==> config.mk <==
export PLATFORM = sky130hd
export DESIGN_NAME = crbus_master
export DESIGN_NICKNAME = d
export VERILOG_FILES = /design/src/rtl/crbus_pkg.sv /design/src/rtl/crbus_timer.sv /design/src/rtl/crbus_phase.sv /design/src/rtl/crbus_master.sv
export SDC_FILE = /design/constraint.sdc
export NUM_CORES = 1
export LEC_CHECK = 0
export CORE_ASPECT_RATIO = 1.4
export CORE_MARGIN = 10
export CORE_UTILIZATION = 58
export DETAILED_ROUTE_END_ITERATION = 7
export HOLD_SLACK_MARGIN = 0.05
export PLACE_DENSITY = 0.82
export SLEW_MARGIN = 0
export SYNTH_ARGS = -nofsm -noshare
export SYNTH_HDL_FRONTEND = slang
export SYNTH_HIERARCHICAL = 1
export SYNTH_SLANG_ARGS = --single-unit
==> constraint.sdc <==
create_clock -name clk -period 3.83 [get_ports clk]
set_input_delay 0.383 -clock clk [delete_from_list [all_inputs] [get_ports clk]]
set_output_delay 0.383 -clock clk [all_outputs]
set_load 0.005 [all_outputs]
==> src/rtl/crbus_pkg.sv <==
package crbus_pkg;
  typedef enum logic [1:0] {
    PH_ADDR   = 2'd0,
    PH_DATA   = 2'd1,
    PH_READ   = 2'd2,
    PH_COMMIT = 2'd3
  } phase_e;

  typedef enum logic [1:0] {
    OP_READ   = 2'b00,
    OP_WRITE  = 2'b01,
    OP_RMW    = 2'b10,
    OP_READ_B = 2'b11
  } op_e;

  typedef enum logic [1:0] {
    ST_ADDR   = 2'd0,
    ST_READ   = 2'd1,
    ST_DATA   = 2'd2,
    ST_COMMIT = 2'd3
  } stage_e;
endpackage

==> src/rtl/crbus_timer.sv <==
module crbus_timer #(
  parameter int LIMIT = 1000
) (
  input  logic clk,
  input  logic rst,
  input  logic load,
  output logic expired
);
  localparam int CW = $clog2(LIMIT + 1);

  logic [CW-1:0] cnt;

  always_ff @(posedge clk) begin
    if (rst) begin
      cnt <= '0;
    end else if (load) begin
      cnt <= CW'(LIMIT);
    end else if (cnt != '0) begin
      cnt <= cnt - 1'b1;
    end
  end

  assign expired = (cnt == '0);
endmodule

==> src/rtl/crbus_phase.sv <==
module crbus_phase
  import crbus_pkg::*;
#(
  parameter int DW = 16
) (
  input  logic          clk,
  input  logic          rst,
  input  logic          start,
  input  phase_e        kind,
  input  logic [DW-1:0] val,
  input  logic          ack,
  input  logic [DW-1:0] dout,
  input  logic          expired,
  output logic          tmr_load,
  output logic          ph_done,
  output logic          ph_err,
  output logic [DW-1:0] rdat,
  output logic [DW-1:0] din,
  output logic          s_capa,
  output logic          s_capd,
  output logic          s_rd,
  output logic          s_wr
);
  typedef enum logic [2:0] {
    E_IDLE, E_PRE, E_REQ, E_REL, E_DRAIN
  } eng_e;

  eng_e   state;
  phase_e kind_q;
  logic   pre_more;

  // the timer is reloaded on the edge that enters each acknowledge wait
  assign tmr_load = (state == E_PRE && !pre_more) || (state == E_REQ && ack);

  always_ff @(posedge clk) begin
    if (rst) begin
      state    <= E_IDLE;
      kind_q   <= PH_ADDR;
      pre_more <= 1'b0;
      ph_done  <= 1'b0;
      ph_err   <= 1'b0;
      rdat     <= '0;
      din      <= '0;
      s_capa   <= 1'b0;
      s_capd   <= 1'b0;
      s_rd     <= 1'b0;
      s_wr     <= 1'b0;
    end else begin
      ph_done <= 1'b0;
      ph_err  <= 1'b0;
      case (state)
        E_IDLE: begin
          if (start) begin
            kind_q   <= kind;
            din      <= (kind == PH_READ) ? '0 : val;
            pre_more <= (kind == PH_ADDR) || (kind == PH_DATA);
            state    <= E_PRE;
          end
        end
        E_PRE: begin
          if (pre_more) begin
            pre_more <= 1'b0;
          end else begin
            s_capa <= (kind_q == PH_ADDR);
            s_capd <= (kind_q == PH_DATA);
            s_rd   <= (kind_q == PH_READ);
            s_wr   <= (kind_q == PH_COMMIT);
            state  <= E_REQ;
          end
        end
        E_REQ: begin
          if (ack) begin
            if (kind_q == PH_READ) rdat <= dout;
            s_capa <= 1'b0;
            s_capd <= 1'b0;
            s_rd   <= 1'b0;
            s_wr   <= 1'b0;
            state  <= E_REL;
          end else if (expired) begin
            s_capa <= 1'b0;
            s_capd <= 1'b0;
            s_rd   <= 1'b0;
            s_wr   <= 1'b0;
            state  <= E_DRAIN;
          end
        end
        E_REL: begin
          if (!ack) begin
            ph_done <= 1'b1;
            state   <= E_IDLE;
          end else if (expired) begin
            state <= E_DRAIN;
          end
        end
        E_DRAIN: begin
          if (!ack) begin
            ph_err <= 1'b1;
            state  <= E_IDLE;
          end
        end
        default: state <= E_IDLE;
      endcase
    end
  end
endmodule

==> src/rtl/crbus_master.sv <==
module crbus_master
  import crbus_pkg::*;
#(
  parameter int DW      = 16,
  parameter int TIMEOUT = 1000
) (
  input  logic            clk,
  input  logic            rst,
  input  logic            cmd_valid,
  input  logic [1:0]      cmd_op,
  input  logic [DW-1:0]   cmd_addr,
  input  logic [DW-1:0]   cmd_wdata,
  input  logic [DW-1:0]   cmd_mask,
  output logic            busy,
  output logic            done,
  output logic            err,
  output logic [DW-1:0]   rd_data,
  output logic [DW+3:0]   ctl_word,
  input  logic [DW:0]     stat_word
);
  localparam int POS_ACK = DW;

  logic          ph_start;
  phase_e        ph_kind;
  logic [DW-1:0] ph_val;
  logic          ph_done, ph_err, tmr_load, expired;
  logic [DW-1:0] ph_rdat, din;
  logic          s_capa, s_capd, s_rd, s_wr;

  stage_e        stage;
  op_e           op_q;
  logic [DW-1:0] addr_q, wdata_q, mask_q, wval_q;
  logic          rd_seen;

  logic is_wr_op, is_rmw;
  assign is_wr_op = (op_q == OP_WRITE);
  assign is_rmw   = (op_q == OP_RMW);

  crbus_timer #(.LIMIT(TIMEOUT)) u_timer (
    .clk     (clk),
    .rst     (rst),
    .load    (tmr_load),
    .expired (expired)
  );

  crbus_phase #(.DW(DW)) u_phase (
    .clk      (clk),
    .rst      (rst),
    .start    (ph_start),
    .kind     (ph_kind),
    .val      (ph_val),
    .ack      (stat_word[POS_ACK]),
    .dout     (stat_word[DW-1:0]),
    .expired  (expired),
    .tmr_load (tmr_load),
    .ph_done  (ph_done),
    .ph_err   (ph_err),
    .rdat     (ph_rdat),
    .din      (din),
    .s_capa   (s_capa),
    .s_capd   (s_capd),
    .s_rd     (s_rd),
    .s_wr     (s_wr)
  );

  assign ctl_word = {s_capa, s_capd, din, s_rd, s_wr};

  always_ff @(posedge clk) begin
    if (rst) begin
      busy     <= 1'b0;
      done     <= 1'b0;
      err      <= 1'b0;
      rd_data  <= '0;
      ph_start <= 1'b0;
      ph_kind  <= PH_ADDR;
      ph_val   <= '0;
      stage    <= ST_ADDR;
      op_q     <= OP_READ;
      addr_q   <= '0;
      wdata_q  <= '0;
      mask_q   <= '0;
      wval_q   <= '0;
      rd_seen  <= 1'b0;
    end else begin
      done     <= 1'b0;
      err      <= 1'b0;
      ph_start <= 1'b0;
      if (!busy) begin
        if (cmd_valid) begin
          busy     <= 1'b1;
          op_q     <= op_e'(cmd_op);
          addr_q   <= cmd_addr;
          wdata_q  <= cmd_wdata;
          mask_q   <= cmd_mask;
          wval_q   <= cmd_wdata;
          rd_seen  <= 1'b0;
          stage    <= ST_ADDR;
          ph_start <= 1'b1;
          ph_kind  <= PH_ADDR;
          ph_val   <= cmd_addr;
        end
      end else if (ph_err) begin
        busy <= 1'b0;
        err  <= 1'b1;
      end else if (ph_done) begin
        case (stage)
          ST_ADDR: begin
            ph_start <= 1'b1;
            if (is_wr_op || (is_rmw && rd_seen)) begin
              stage   <= ST_DATA;
              ph_kind <= PH_DATA;
              ph_val  <= wval_q;
            end else begin
              stage   <= ST_READ;
              ph_kind <= PH_READ;
              ph_val  <= '0;
            end
          end
          ST_READ: begin
            rd_data <= ph_rdat;
            if (is_rmw) begin
              wval_q   <= (ph_rdat & ~mask_q) | wdata_q;
              rd_seen  <= 1'b1;
              stage    <= ST_ADDR;
              ph_start <= 1'b1;
              ph_kind  <= PH_ADDR;
              ph_val   <= addr_q;
            end else begin
              busy <= 1'b0;
              done <= 1'b1;
            end
          end
          ST_DATA: begin
            stage    <= ST_COMMIT;
            ph_start <= 1'b1;
            ph_kind  <= PH_COMMIT;
            ph_val   <= wval_q;
          end
          ST_COMMIT: begin
            busy <= 1'b0;
            done <= 1'b1;
          end
          default: begin
            busy <= 1'b0;
            err  <= 1'b1;
          end
        endcase
      end
    end
  end
endmodule

After elaboration in Yosys (flattened, before gate mapping)
Cells that the tools add are included.
{ "word_totals": {"wordCells": 159, "in_bits": 70, "output_inout_bits": 39, "reg_bits": 161} }
{ "classes": {"n_eq_ne": 24, "n_bitwise": 8, "n_mux": 67, "n_reduce_logical": 32, "addsub": 1} }
{ "ops": {"columns": ["cell", "count"], "rows": [
  ["2-to-1 mux 16 bit", 13],
  ["one-hot mux 16 bit (3 select lines)", 1],
  ["2-to-1 mux 1 bit", 24],
  ["2-to-1 mux 10 bit", 2],
  ["2-to-1 mux 2 bit", 10],
  ["2-to-1 mux 3 bit", 6],
  ["bitwise AND 16 bit", 1],
  ["NOT 16 bit", 1],
  ["bitwise OR 16 bit", 1],
  ["one-hot mux 1 bit (2 select lines)", 8],
  ["one-hot mux 3 bit (5 select lines)", 1],
  ["equality test 2 bit, second input constant", 6],
  ["one-hot mux 2 bit (3 select lines)", 2],
  ["logical NOT 10 bit", 1],
  ["AND reduction 5 bit", 2],
  ["nonzero test 10 bit", 1],
  ["OR reduction 2 bit", 5],
  ["subtractor 10 x 1 -> 10 bit, second input constant", 1],
  ["AND reduction 3 bit", 3],
  ["equality test 2 x 1 -> 1 bit, second input constant", 4],
  ["inequality test 2 bit, second input constant", 4],
  ["nonzero test 2 bit", 4],
  ["equality test 3 x 2 -> 1 bit, second input constant", 2],
  ["logical NOT 2 bit", 3],
  ["13 further kinds", 26]
]} }

Depth between registers and ports, before layout
{ "depth": {"depth_word": 8, "depth_mapped": 8} }

Modules after synthesis
Netlist, hierarchy kept.
{ "by_module_without_submodules": {"columns": ["module", "instances", "area_per_inst_um2", "cells_each"], "rows": [
  ["crbus_master", 1, 4484.3, 568],
  ["crbus_phase", 1, 1803.0, 198],
  ["crbus_timer", 1, 550.5, 64]
]} }

Worst setup path before layout
No wires, ideal clock.
{ "synth_timing": {"path_kind": "register to register", "from": "register u_timer.cnt[0]", "to": "register u_phase.s_capa", "n_path_buf": 0, "path_stages_with_launch": 8, "setup_slack_ns": 1.516, "setup_ns": 0.121, "required_ns": 3.709, "period_less_slack_ns": 2.314, "t_arrival_ns": 2.192, "path_cell_list": "dfxtp_1 > inv_1 > ha_1 > or4b_4 > nor4_1 > o211ai_1 > a21oi_4 > mux2_4"} }
{ "synth_between": {"elab_chain_len": 3} }
{ "synth_lines": {"columns": ["element", "line_no", "text"], "rows": [
  ["start: declaration", "crbus_timer.sv:11", "logic [CW-1:0] cnt;"],
  ["start signal: assignment", "crbus_timer.sv:17", "cnt <= CW'(LIMIT);"],
  ["start signal: assignment", "crbus_timer.sv:19", "cnt <= cnt - 1'b1;"],
  ["logical NOT 10 bit", "crbus_timer.sv:23", "assign expired = (cnt == '0);"],
  ["via expired", "crbus_master.sv:26", "logic ph_done, ph_err, tmr_load, expired;"],
  ["inequality test 3 bit (no source line)", null, null],
  ["AND reduction 3 bit (no source line)", null, null],
  ["end signal: assignment", "crbus_phase.sv:64", "s_capa <= (kind_q == PH_ADDR);"],
  ["end: declaration", "crbus_phase.sv:19", "output logic s_capa,"]
]} }
The timed path passes the listed nets, and every way through them passes these cells.
A chain may end at the register's enable or synchronous reset.

Worst setup path in the final report
Ends and elaborated chain as after synthesis.

==> metrics.txt <==
Async S/R FF share, synth 0%; CTS Buffer Depth 2; Reg clk slew, reported paths 0.07 ns; worst path cell trace inv_1 -> ha_1 -> or4b_4 -> nor4_1 -> o211ai_1 -> a21oi_4 -> mux2_4; total setup buffers inserted after CTS 0; reg2reg setup slack 1.20 ns; Syn Nets 906; Max Cap Viol 0; worst flop-to-flop path endpoint u_phase/s_capa$_SDFFE_PP0P_; share of cells above drive strength 1 6.57%; DRC 0; Leak 3.16 nW; DP Worst Slack 1.24 ns; Die Wd 112 µm; Setup crit start kind register; initial antenna violation count 0; Fillers 850; Final Max Slew Viols 0; Power, Total 0.00429 W; port bufs 108; Worst Max-Slew Pin Slew 1.01 ns; starting density of the core 59.7%; WL/cell 16.5 µm; Diodes inserted 0; DP Wirelength 12000 µm; number of synthesized flops with an enable pin 0; placed cell area 0.00782 mm²; setup TNS 0 ns; Crit Path Max Fanout 7; antenna-violating nets left 0; CTS tree yes; vias 5981; latest clock arrival within the worst-skew pair 0.42 ns; Required @ worst endpoint 4.14 ns; Gates resized, CTS repair 0; total gr overflow 0; post-synth top area cell dfxtp_1; hold buffer count at CTS 0; Syn Area/Cell 8.24 µm²; Final Wtd Congestion 0.829; Max Freq 380 MHz; post-DR vias/cell 5.66; main flop type after synthesis dfxtp_1; vias in the first global route 5922; worst min path class reg2reg; Crit. End Element register; mapped cell area 0.00684 mm²; Hold Path Origin u_phase/din[14]$_SDFFE_PP0P_; status finished, final reports clean; top-count cell post-synth nand2_1; fin crit period 2.63 ns; Max stage delay on crit path 0.54 ns; H-tree depth 4; height of the die 148 µm; GRT Util Overall 20.5%; I/O pins 109; Max IR drop VDD 0.319 mV; design area 0.00843 mm²; Hold Vio Cnt, Final 0; root buf cell clkbuf_16; Slew Limit Headroom 32.8%; cell count after synthesis 830; PD cells 508 mW/mm²; Area growth syn-to-layout 23.3%; Seq/Total Area, Yosys 46.6%; share of the synthesized area in the top cell type 46.6%; CP Class reg2reg; Clock Skew 0.00888 ns; dominant cells by area after synthesis dfxtp_1, nand2_1, a21oi_1, inv_1, mux2i_1; reg2reg start u_timer/cnt[0]$_SDFFE_PP0P_; core area 0.0115 mm²; unrepaired setup endpoints after global routing no; end of the worst hold path u_phase/din[14]$_SDFFE_PP0P_; Inserted Clock Buffers 17; Yosys cell types 65; DRT iter0 DRCs 464; Synth top cells by count nand2_1, dfxtp_1, a21oi_1, inv_1, nor2_1; largest net degree at the start of global routing 98; DRT Wirelength 17400 µm; final worst slack 1.20 ns; global-route wire length before repair 28500 µm; Initial DRT Pass Iterations 5; Worst Hold Depth 2; final setup violation count 0; WP data arrival 2.95 ns; die footprint 0.0166 mm²; Clock Sinks 159; Register-to-Register Path Depth 7; yosys warns 6; fin crit share 68.8%; Final #Nets 976; CP max-delay cell nor4_1; Yosys reg bits 159; # rows 46
## how the worst max path moves through the flow
stage / start / to / slack (ns) / depth (start not counted)
global route: u_timer/cnt[0]$_SDFFE_PP0P_ / u_phase/s_capa$_SDFFE_PP0P_ / 1.02 / 7
CTS: u_timer/cnt[0]$_SDFFE_PP0P_ / u_phase/s_capa$_SDFFE_PP0P_ / 1.21 / 7
global placement: u_timer/cnt[0]$_SDFFE_PP0P_ / u_phase/s_capa$_SDFFE_PP0P_ / 1.36 / 7
finish: u_timer/cnt[0]$_SDFFE_PP0P_ / u_phase/s_capa$_SDFFE_PP0P_ / 1.20 / 7
floorplan: u_timer/cnt[0]$_SDFFE_PP0P_ / u_phase/s_capa$_SDFFE_PP0P_ / 1.52 / 7
detailed placement: stat_word[16] / u_timer/cnt[5]$_SDFFE_PP0P_ / 1.24 / 7
## power breakdown
| part | leakage [nW] | switching (W) | internal, W |
|---|---|---|---|
| Sequential | 1.30 | 0.000120 | 0.00177 |
| Combinational | 1.57 | 0.000350 | 0.000302 |
| Clock | 0.290 | 0.000706 | 0.00104 |
## critical path: cells and delay by family, from the launching register on
kind            cells  cell delay (ns)
mux                 1             0.31
flops               1             0.34
compound gates      2             0.48
simple gates        2             1.05
fa+ha+maj           1             0.25
buf+inv             1             0.10
## layout make-up
cell class	count	area [µm²]	area share, %
repair buffers	113	1120	13.2
inverters	57	216	2.57
clock buffers	18	429	5.09
multi-input cells	552	3120	37.1
well taps	144	180	2.14
flip-flops and latches	159	3180	37.8
clock inverters	14	181	2.15
## layer usage
layer | wire (µm) | global-route usage (%) | up-vias
li1 | - | - | 2965
met1 | 6900 | 22.5 | 2767
met2 | 8960 | 36.4 | 213
met3 | 1010 | 4.95 | 36
met4 | 566 | 9.15 | 0
met5 | 0 | 0 | -
## cell usage in the layout, fill, tap and decap left out, drive strengths merged, types with 5 or more instances in the layout
cell type	synthesis	routed
a21oi	130	130
nand2b	8	8
nor4	5	5
or3	6	6
dfxtp	159	159
buf	32	6
clkdlybuf4s50	0	107
nor2b	9	9
a211o	17	17
nor3	8	8
ha	6	6
mux2i	19	19
nand3	33	33
inv	57	63
nor2	45	45
o21ai	7	7
nand2	178	178
a22o	15	15
o221ai	15	15
clkbuf	30	18
## registers in the layout, indices dropped and copies added, names as in the netlist, 2 cells and up
signal / count
addr_q: 16
mask_q: 16
op_q: 2
ph_val: 16
rd_data: 16
u_phase/din: 16
u_phase/kind_q: 2
u_phase/rdat: 16
u_phase/state: 3
u_timer/cnt: 10
wdata_q: 16
wval_q: 16
## cell families (layout without fill, tap and decap cells)
logic type | count (synthesis) | count (layout) | synth area share [%]
simple gates | 315 | 315 | 21.3
compound gates | 210 | 210 | 20.0
flops | 159 | 159 | 46.6
buf+inv | 119 | 202 | 7.90
mux | 21 | 21 | 3.17
fa+ha+maj | 6 | 6 | 1.10
## stage by stage
step | hold WS (ns) | util [%] | cells
2_1_floorplan | 0.429 | - | 830
3_3_place_gp | 0.439 | 68.3 | 1025
3_5_place_dp | 0.445 | 68.3 | 1025
4_1_cts | 0.453 | 73.6 | 1057
5_1_grt | 0.465 | 73.6 | 1057
6_report | 0.450 | 73.6 | 1057
Power figures use the tool's default switching activity.
